File: config.mk
export PLATFORM = sky130hd
export DESIGN_NAME = lin_hdr_tx
export DESIGN_NICKNAME = d
export VERILOG_FILES = /design/src/rtl/lin_hdr_pkg.sv /design/src/rtl/lin_hdr_hold.sv /design/src/rtl/lin_hdr_shift.sv /design/src/rtl/lin_hdr_seq.sv /design/src/rtl/lin_hdr_tx.sv
export SDC_FILE = /design/constraint.sdc
export NUM_CORES = 1
export LEC_CHECK = 0
export BUFFER_PORTS_ARGS = -buffer_cell sky130_fd_sc_hd__buf_2
export CORE_MARGIN = 3
export CORE_UTILIZATION = 50
export CTS_CLUSTER_DIAMETER = 50
export DETAILED_ROUTE_END_ITERATION = 16
export PLACE_DENSITY = 0.77
export SLEW_MARGIN = 15
export SYNTH_ARGS = -nofsm -noshare
export SYNTH_HDL_FRONTEND = slang
export SYNTH_SLANG_ARGS = --single-unit
File: constraint.sdc
create_clock -name clk -period 2.2 [get_ports clk]
set_input_delay 0.11 -clock clk [delete_from_list [all_inputs] [get_ports clk]]
set_output_delay 0.11 -clock clk [all_outputs]
set_load 0.02 [all_outputs]
File: src/rtl/lin_hdr_pkg.sv
package lin_hdr_pkg;

  localparam int CHAR_BITS  = 8;
  localparam int FRAME_BITS = CHAR_BITS + 2;

  typedef enum logic [1:0] {
    PH_IDLE  = 2'd0,
    PH_BREAK = 2'd1,
    PH_DELIM = 2'd2,
    PH_CHAR  = 2'd3
  } phase_t;

  // Protected identifier: two check bits over the 6-bit identifier.
  function automatic logic [7:0] lin_protect(input logic [5:0] ident);
    logic even_bit;
    logic odd_bit;
    even_bit = ident[0] ^ ident[1] ^ ident[2] ^ ident[4];
    odd_bit  = ~(ident[1] ^ ident[3] ^ ident[4] ^ ident[5]);
    return {odd_bit, even_bit, ident};
  endfunction

  // Character frame, bit 0 goes out first: start, data LSB first, stop.
  function automatic logic [FRAME_BITS-1:0] char_frame(input logic [CHAR_BITS-1:0] data);
    return {1'b1, data, 1'b0};
  endfunction

endpackage

File: src/rtl/lin_hdr_hold.sv
module lin_hdr_hold
  import lin_hdr_pkg::*;
(
  input  logic                 clk,
  input  logic                 rst_n,
  input  logic                 id_wr,
  input  logic [CHAR_BITS-1:0] id_data,
  input  logic                 auto_par,
  input  logic                 take,
  output logic                 hold_valid,
  output logic [CHAR_BITS-1:0] hold_byte,
  output logic                 accept
);

  logic [CHAR_BITS-1:0] shaped;

  assign accept = id_wr & ~hold_valid;
  assign shaped = auto_par ? lin_protect(id_data[5:0]) : id_data;

  always_ff @(posedge clk or negedge rst_n) begin
    if (!rst_n) begin
      hold_valid <= 1'b0;
      hold_byte  <= '0;
    end else if (accept) begin
      hold_valid <= 1'b1;
      hold_byte  <= shaped;
    end else if (take) begin
      hold_valid <= 1'b0;
    end
  end

endmodule

File: src/rtl/lin_hdr_shift.sv
module lin_hdr_shift
  import lin_hdr_pkg::*;
(
  input  logic                 clk,
  input  logic                 rst_n,
  input  logic                 bit_tick,
  input  logic                 load,
  input  logic [CHAR_BITS-1:0] load_byte,
  output logic                 line_bit,
  output logic                 last_bit
);

  localparam int BW = $clog2(FRAME_BITS);
  localparam logic [BW-1:0] LAST_IDX = BW'(FRAME_BITS - 1);

  logic [FRAME_BITS-1:0] sreg;
  logic [BW-1:0]         bidx;

  always_ff @(posedge clk or negedge rst_n) begin
    if (!rst_n) begin
      sreg <= '1;
      bidx <= LAST_IDX;
    end else if (load) begin
      sreg <= char_frame(load_byte);
      bidx <= '0;
    end else if (bit_tick) begin
      sreg <= {1'b1, sreg[FRAME_BITS-1:1]};
      if (bidx != LAST_IDX) bidx <= bidx + 1'b1;
    end
  end

  assign line_bit = sreg[0];
  assign last_bit = (bidx == LAST_IDX);

endmodule

File: src/rtl/lin_hdr_seq.sv
module lin_hdr_seq
  import lin_hdr_pkg::*;
#(
  parameter int BREAK_BITS = 13,
  parameter int DELIM_BITS = 1
) (
  input  logic   clk,
  input  logic   rst_n,
  input  logic   bit_tick,
  input  logic   hold_valid,
  input  logic   char_last,
  output phase_t phase,
  output logic   load_sync,
  output logic   load_id
);

  localparam int LONGEST = (BREAK_BITS > DELIM_BITS) ? BREAK_BITS : DELIM_BITS;
  localparam int CW = $clog2(LONGEST + 1);
  localparam logic [CW-1:0] BRK_LAST = CW'(BREAK_BITS - 1);
  localparam logic [CW-1:0] DLM_LAST = CW'(DELIM_BITS - 1);

  logic [CW-1:0] cnt;
  logic          on_id;
  logic          char_end;

  assign char_end  = bit_tick & (phase == PH_CHAR) & char_last;
  assign load_sync = bit_tick & (phase == PH_DELIM) & (cnt == DLM_LAST);
  assign load_id   = char_end & ~on_id;

  always_ff @(posedge clk or negedge rst_n) begin
    if (!rst_n) begin
      phase <= PH_IDLE;
      cnt   <= '0;
      on_id <= 1'b0;
    end else if (bit_tick) begin
      case (phase)
        PH_IDLE: begin
          if (hold_valid) begin
            phase <= PH_BREAK;
            cnt   <= '0;
          end
        end
        PH_BREAK: begin
          if (cnt == BRK_LAST) begin
            phase <= PH_DELIM;
            cnt   <= '0;
          end else begin
            cnt <= cnt + 1'b1;
          end
        end
        PH_DELIM: begin
          if (cnt == DLM_LAST) begin
            phase <= PH_CHAR;
            on_id <= 1'b0;
            cnt   <= '0;
          end else begin
            cnt <= cnt + 1'b1;
          end
        end
        PH_CHAR: begin
          if (char_last) begin
            if (!on_id) begin
              on_id <= 1'b1;
            end else if (hold_valid) begin
              phase <= PH_BREAK;
              cnt   <= '0;
            end else begin
              phase <= PH_IDLE;
            end
          end
        end
        default: phase <= PH_IDLE;
      endcase
    end
  end

endmodule

File: src/rtl/lin_hdr_tx.sv
module lin_hdr_tx
  import lin_hdr_pkg::*;
#(
  parameter int                   BREAK_BITS = 13,
  parameter int                   DELIM_BITS = 1,
  parameter logic [CHAR_BITS-1:0] SYNC_CHAR  = 8'h55
) (
  input  logic                 clk,
  input  logic                 rst_n,
  input  logic                 bit_tick,
  input  logic                 id_wr,
  input  logic [CHAR_BITS-1:0] id_data,
  input  logic                 auto_par,
  output logic                 tx_ready,
  output logic                 txd
);

  phase_t               phase;
  logic                 hold_valid;
  logic [CHAR_BITS-1:0] hold_byte;
  logic                 accept;
  logic                 load_sync;
  logic                 handoff;
  logic                 char_load;
  logic [CHAR_BITS-1:0] char_byte;
  logic                 char_bit;
  logic                 char_last;

  lin_hdr_hold u_hold (
    .clk        (clk),
    .rst_n      (rst_n),
    .id_wr      (id_wr),
    .id_data    (id_data),
    .auto_par   (auto_par),
    .take       (handoff),
    .hold_valid (hold_valid),
    .hold_byte  (hold_byte),
    .accept     (accept)
  );

  lin_hdr_seq #(
    .BREAK_BITS (BREAK_BITS),
    .DELIM_BITS (DELIM_BITS)
  ) u_seq (
    .clk        (clk),
    .rst_n      (rst_n),
    .bit_tick   (bit_tick),
    .hold_valid (hold_valid),
    .char_last  (char_last),
    .phase      (phase),
    .load_sync  (load_sync),
    .load_id    (handoff)
  );

  assign char_load = load_sync | handoff;
  assign char_byte = handoff ? hold_byte : SYNC_CHAR;

  lin_hdr_shift u_shift (
    .clk       (clk),
    .rst_n     (rst_n),
    .bit_tick  (bit_tick),
    .load      (char_load),
    .load_byte (char_byte),
    .line_bit  (char_bit),
    .last_bit  (char_last)
  );

  assign tx_ready = ~hold_valid;

  always_comb begin
    case (phase)
      PH_BREAK: txd = 1'b0;
      PH_CHAR:  txd = char_bit;
      default:  txd = 1'b1;
    endcase
  end

endmodule

# After elaboration in Yosys (flattened, before gate mapping)
# Index checks and enable logic that the tools add are counted.
[totals] ff_bits=30 inputBits=13 out_inout_bits=2 word_cells=72
[op_classes] addsub=2 n_eq_ne=11 n_mux=26 bitwise=16 n_reduce_logical=10
[ops] cell="$mux W4" n=8
[ops] cell="$mux W10" n=2
[ops] cell="$mux W8" n=2
[ops] cell="$pmux W4 S4" n=1
[ops] cell="$mux W2" n=5
[ops] cell="$add A4 B1 Y4 const B" n=2
[ops] cell="$eq A4 B4 Y1 const B" n=2
[ops] cell="$pmux W2 S4" n=1
[ops] cell="$reduce_bool A2 Y1" n=4
[ops] cell="$and A1 B1 Y1" n=6
[ops] cell="$ne A2 B1 Y1 const B" n=3
[ops] cell="$reduce_and A6 Y1" n=1
[ops] cell="$xor A1 B1 Y1" n=6
[ops] cell="$mux W1" n=5
[ops] cell="$eq A2 B2 Y1 const B" n=2
[ops] cell="$logic_not A4 Y1" n=1
[ops] cell="$ne A2 B2 Y1 const B" n=2
[ops] cell="$ne A4 B4 Y1 const B" n=1
[ops] cell="$pmux W1 S2" n=2
[ops] cell="$reduce_and A4 Y1" n=1
[ops] cell="$not A1 Y1" n=3
[ops] cell="$reduce_and A3 Y1" n=1
[ops] cell="$eq A2 B1 Y1 const B" n=1
[ops] cell="$logic_not A2 Y1" n=1
[ops] cell="other kinds (2)" n=2

# Logic depth before layout (Yosys ltp)
[logic_depth] word_depth=7 mapped_depth=7 ltp_nobuf=6

# Hierarchy
# A second synthesis with hierarchy kept.
[unflattened] cells_unflattened=171 hier_area_um2=1696.6
[by_module_without_submodules] module="lin_hdr_shift" instances=1 cells_each=61 area_each_um2=653.1 seq_area_each_um2=339.1
[by_module_without_submodules] module="lin_hdr_seq" instances=1 cells_each=55 area_each_um2=535.5 seq_area_each_um2=175.2
[by_module_without_submodules] module="lin_hdr_hold" instances=1 cells_each=44 area_each_um2=437.9 seq_area_each_um2=225.2
[by_module_without_submodules] module="lin_hdr_tx" instances=1 cells_each=11 area_each_um2=70.1 seq_area_each_um2=0.0

# Worst setup path after synthesis
# No wires, ideal clock.
[synth_timing] path_type="reg2reg" from="register u_seq.phase[0]" to="register u_seq.phase[1]" setup_time_ps=128 arrival_ps=1656 required_time_ps=2072 slack_ps=417 stages_incl_launch_ff=7 n_path_buf=0 synth_period_minus_slack_ps=1783 path_cell_list="dfrtp_1 inv_1 ha_1 and4b_1 or3_1 nand4_1 mux2_1"
[synth_via] elab_chain_cells=3 elab_cells_between_ends=11 classes_between="eq/ne (8); mux (1); reduce/logical (2)"
[synth_lines] element="from (decl)" line_no="lin_hdr_seq.sv:12" source="output phase_t phase,"
[synth_lines] element="from (signal assigned)" line_no="lin_hdr_seq.sv:32" source="phase <= PH_IDLE;"
[synth_lines] element="from (signal assigned)" line_no="lin_hdr_seq.sv:39" source="phase <= PH_BREAK;"
[synth_lines] element="from (signal assigned)" line_no="lin_hdr_seq.sv:45" source="phase <= PH_DELIM;"
[synth_lines] element="$eq A2 B2 Y1 (tied with other cells)" line_no="lin_hdr_seq.sv:36" source="case (phase)"
[synth_lines] element="$ne A2 B1 Y1 (no line) or $ne A2 B2 Y1 (tied branches)"
[synth_lines] element="$reduce_and A6 Y1 (no line)"
# Parallel ways exist; a longest one is shown, timed or not.
# A chain may end at the register's enable or synchronous reset.

# Final worst setup path
# Same ends and word-level chain as after synthesis.

==> impl_metrics.toml <==
[status]
status = "complete, no violations"

[logic_synthesis]
yosys_most_used_dff = "dfrtp_1"
postSynthRegisterBits = 29
ys_warn_count = 0
synth_cells = 158
post_synth_main_area_contributors = "dfrtp_1 (27%), dfstp_2 (18%), ha_1 (6.8%)"
xor_xnor_share_of_the_synthesized_area_pct = 2.66
syn_area_per_cell_um2 = 10.4
synthAdderAreaFrac_pct = 6.84
ys_seq_area_share_pct = 44.9
synth-compound-area-share_pct = 15.5
synth_async_sr_flop_share_pct = 100
yosys-mux-area-fraction_pct = 6.91
netlist-cell-type-count = 46
post_synth_instance_area_mm2 = 0.00165
area_share_of_the_leading_cell_type_in_the_synthesized_netlist_pct = 27.4
edff_count_synth = 0
synth_top_family_by_area = "simple AND/OR/NAND/NOR gates"
synth_area_leader_cell = "dfrtp_1"
synthSimpleGateAreaFrac_pct = 18.9
synth_fp_nets = 180

[clock_network]
cts_tree = "built"
cts-root-to-sink-buffers = 2
ctsHtreeMaxLevel = 2
clkLatencyLatePin_ns = 0.33
clockRootBuffer = "clkbuf_4"
cts.sinks = 29
cts_buffers = 5
clk_transition_reported_paths_ns = 0.11
cts.repair_timing.setup_buffer_count = 0

[placement]
gp_routability_congestion = 0.795
place.port_buffers = 14
detailedPlacementHpwl_um = 2420
post_placement_worst_setup_slack_ns = 0.268

[routing]
drc = 0
post_drt_wl_per_cell_um = 14.6
detail_route.first_pass.iterations = 4
route.detailed.vias_per_inst = 5.66
num_vias = 1250
drt_initial_violations = 59
drt.antenna.violating_nets = 0
drt-total-wl_um = 3220

[worst_setup_path]
regToRegSetupSlack_ns = 0.23
worstPathRequired_ns = 2.42
cp_cell_sequence = "inv_1 -> ha_1 -> and4b_1 -> or3_1 -> nand4_1 -> mux2_1"
critPathCaptureType = "flop"
critical_path_arrival_ns = 2.20
crit_path_max_delay_cell_type = "dfrtp_1"
path_max_fanout = 4
worst-setup-path-type = "reg -> reg"
critPathLaunchType = "flop"
worst_path_largest_cell_delay_ns = 0.43

[timing]
timing.setup.tns_ns = 0
setup_repair_after_global_routing_missed_its_margin = "false"
final_hold_viol_count = 0
setup_slack_of_the_critical_path_after_layout_ns = 0.226
fin_hold_ws_ns = 0.0448
tightest_slew_ns = 0.625
fmax_mhz = 506
period_share_pct = 89.7
setup_viol = 0
worst_max_slew_margin_expressed_relative_to_the_limit_pct = 58.3
worst_clock_skew_ns = 0.0163
final.min_clock_period_ns = 1.97
timing_max_transition_violations_final = 0

[finish]
area.growth.synth_to_final_pct = 11.2
fill_cells = 296
final_net_count = 198
final_layout_size_suffix_gt1_share_pct = 28.8
diodes = 0

[grt]
number_of_global_route_vias_before_repair = 1289
pin_count_of_the_biggest_net_entering_global_routing = 30
antenna_found_initial = 0
gr-total-overflow = 0
gr-usage-all-layers_pct = 18.4
grt_pass1_wl_um = 5820

[die]
die_w_um = 63.4
floorplan.core_area_mm2 = 0.00310
die_area_mm2 = 0.00402
placement_rows = 20
floorplan.die.height_um = 63.4
ioPinCount = 15
starting_density_of_the_core_pct = 53.1

[run]
drv.max_cap_violation_count = 0

[min_path]
hold_path.class = "in -> reg"

[pwr]
power_per_cell_area_mw_per_mm2 = 1210
power.total_mw = 2.22
ir_drop_mv = 0.630
power.static_leakage_nw = 0.798
[cells in the mapped netlist, types with 2 or more instances]
library cell	n
dfrtp_1	18
dfstp_2	11
nor3_1	5
buf_2	2
a22o_1	2
nor2_1	6
nor2b_1	2
nand2_1	19
nand2b_1	2
mux2_2	6
mux2i_1	2
o2bb2ai_1	6
a21oi_1	3
nand4_1	2
inv_1	10
clkbuf_1	2
o21ai_0	10
nand3_1	7
a31oi_1	4
xnor2_1	4
nor4b_2	2
ha_1	9
[logic make-up (layout without fill, tap and decap cells)]
logic type | Yosys count | in the layout
xor gates and xnor gates | 5 | 5
buffers and inverters | 16 | 35
DFF | 29 | 29
muxes | 10 | 10
and+or+nand+nor | 55 | 55
AOI/OAI and AO/OA | 34 | 34
adders and majority gates | 9 | 9
[what timing repair did]
item	4_1_cts	5_1_grt
hold buffers	1	0
resized for setup	0	0
hold endpoints to repair	18	0
[final cells by class]
| type | instances | area [um^2] | area share, % |
|---|---|---|---|
| multi-input combinational | 113 | 837 | 45.7 |
| timing repair buffer | 16 | 87.6 | 4.78 |
| tap | 44 | 55.1 | 3.01 |
| clock buffer | 7 | 65.1 | 3.55 |
| sequential | 29 | 739 | 40.4 |
| clock inverter | 1 | 5.00 | 0.273 |
| inverter | 11 | 41.3 | 2.26 |
[through the flow]
step / std cells / cell area (um^2) / utilization (%)
after floorplan: 158 / 1650 / -
after global placement: 212 / 1750 / 56.4
after detailed placement: 212 / 1750 / 56.4
after CTS: 221 / 1830 / 59.0
after global routing: 221 / 1830 / 59.0
final: 221 / 1830 / 59.0
[report_power, final]
part	internal [mW]	switching [mW]
clock	0.185	0.193
sequential	0.791	0.159
combinational	0.408	0.482
[cells in the final DEF (no fill, tap or decap), drive strengths merged, types with 2 or more instances in the layout]
cell type	instances
a21oi	4
a22o	2
a31oi	5
buf	15
clkbuf	7
dfrtp	18
dfstp	11
ha	9
inv	11
mux2	8
mux2i	2
nand2	19
nand2b	3
nand3	7
nand4	2
nor2	7
nor2b	2
nor3	5
nor4b	2
o21ai	11
o2bb2ai	6
xnor2	4
[layer usage]
metal	vias up	routed length [um]	GRT usage, %
met4	0	38	6.47
met3	4	173	4.99
met5	-	0	0
met2	39	1700	31.6
met1	611	1300	22.2
li1	596	-	-
[critical path: cells and delay by family (launching register included)]
| family | cells | cell delay, ns |
|---|---|---|
| AND/OR/NAND/NOR | 3 | 0.71 |
| buffers and inverters | 1 | 0.14 |
| adder cells (fa/ha/maj) | 1 | 0.23 |
| multiplexers | 1 | 0.35 |
| flip-flops | 1 | 0.43 |
[worst paths after layout]
kind                       cells past startpoint       startpoint             endpoint
min reg2reg                                    2  u_shift.sreg[1]      u_shift.sreg[0]
min in group asynchronous                      2            rst_n      u_shift.bidx[1]
max reg2reg                                    6   u_seq.phase[0]       u_seq.phase[1]
max                                            6   u_seq.phase[0]       u_seq.phase[1]
max in group asynchronous                      2            rst_n  u_hold.hold_byte[4]
min                                            2       id_data[5]  u_hold.hold_byte[5]
[state kept, by name, indices dropped and copies added (netlist names)]
signal             count
u_seq.cnt              4
u_shift.sreg           9
u_shift.bidx           4
u_hold.hold_valid      1
u_seq.on_id            1
u_hold.hold_byte       8
u_seq.phase            2
(Power assumes the default switching activity.)
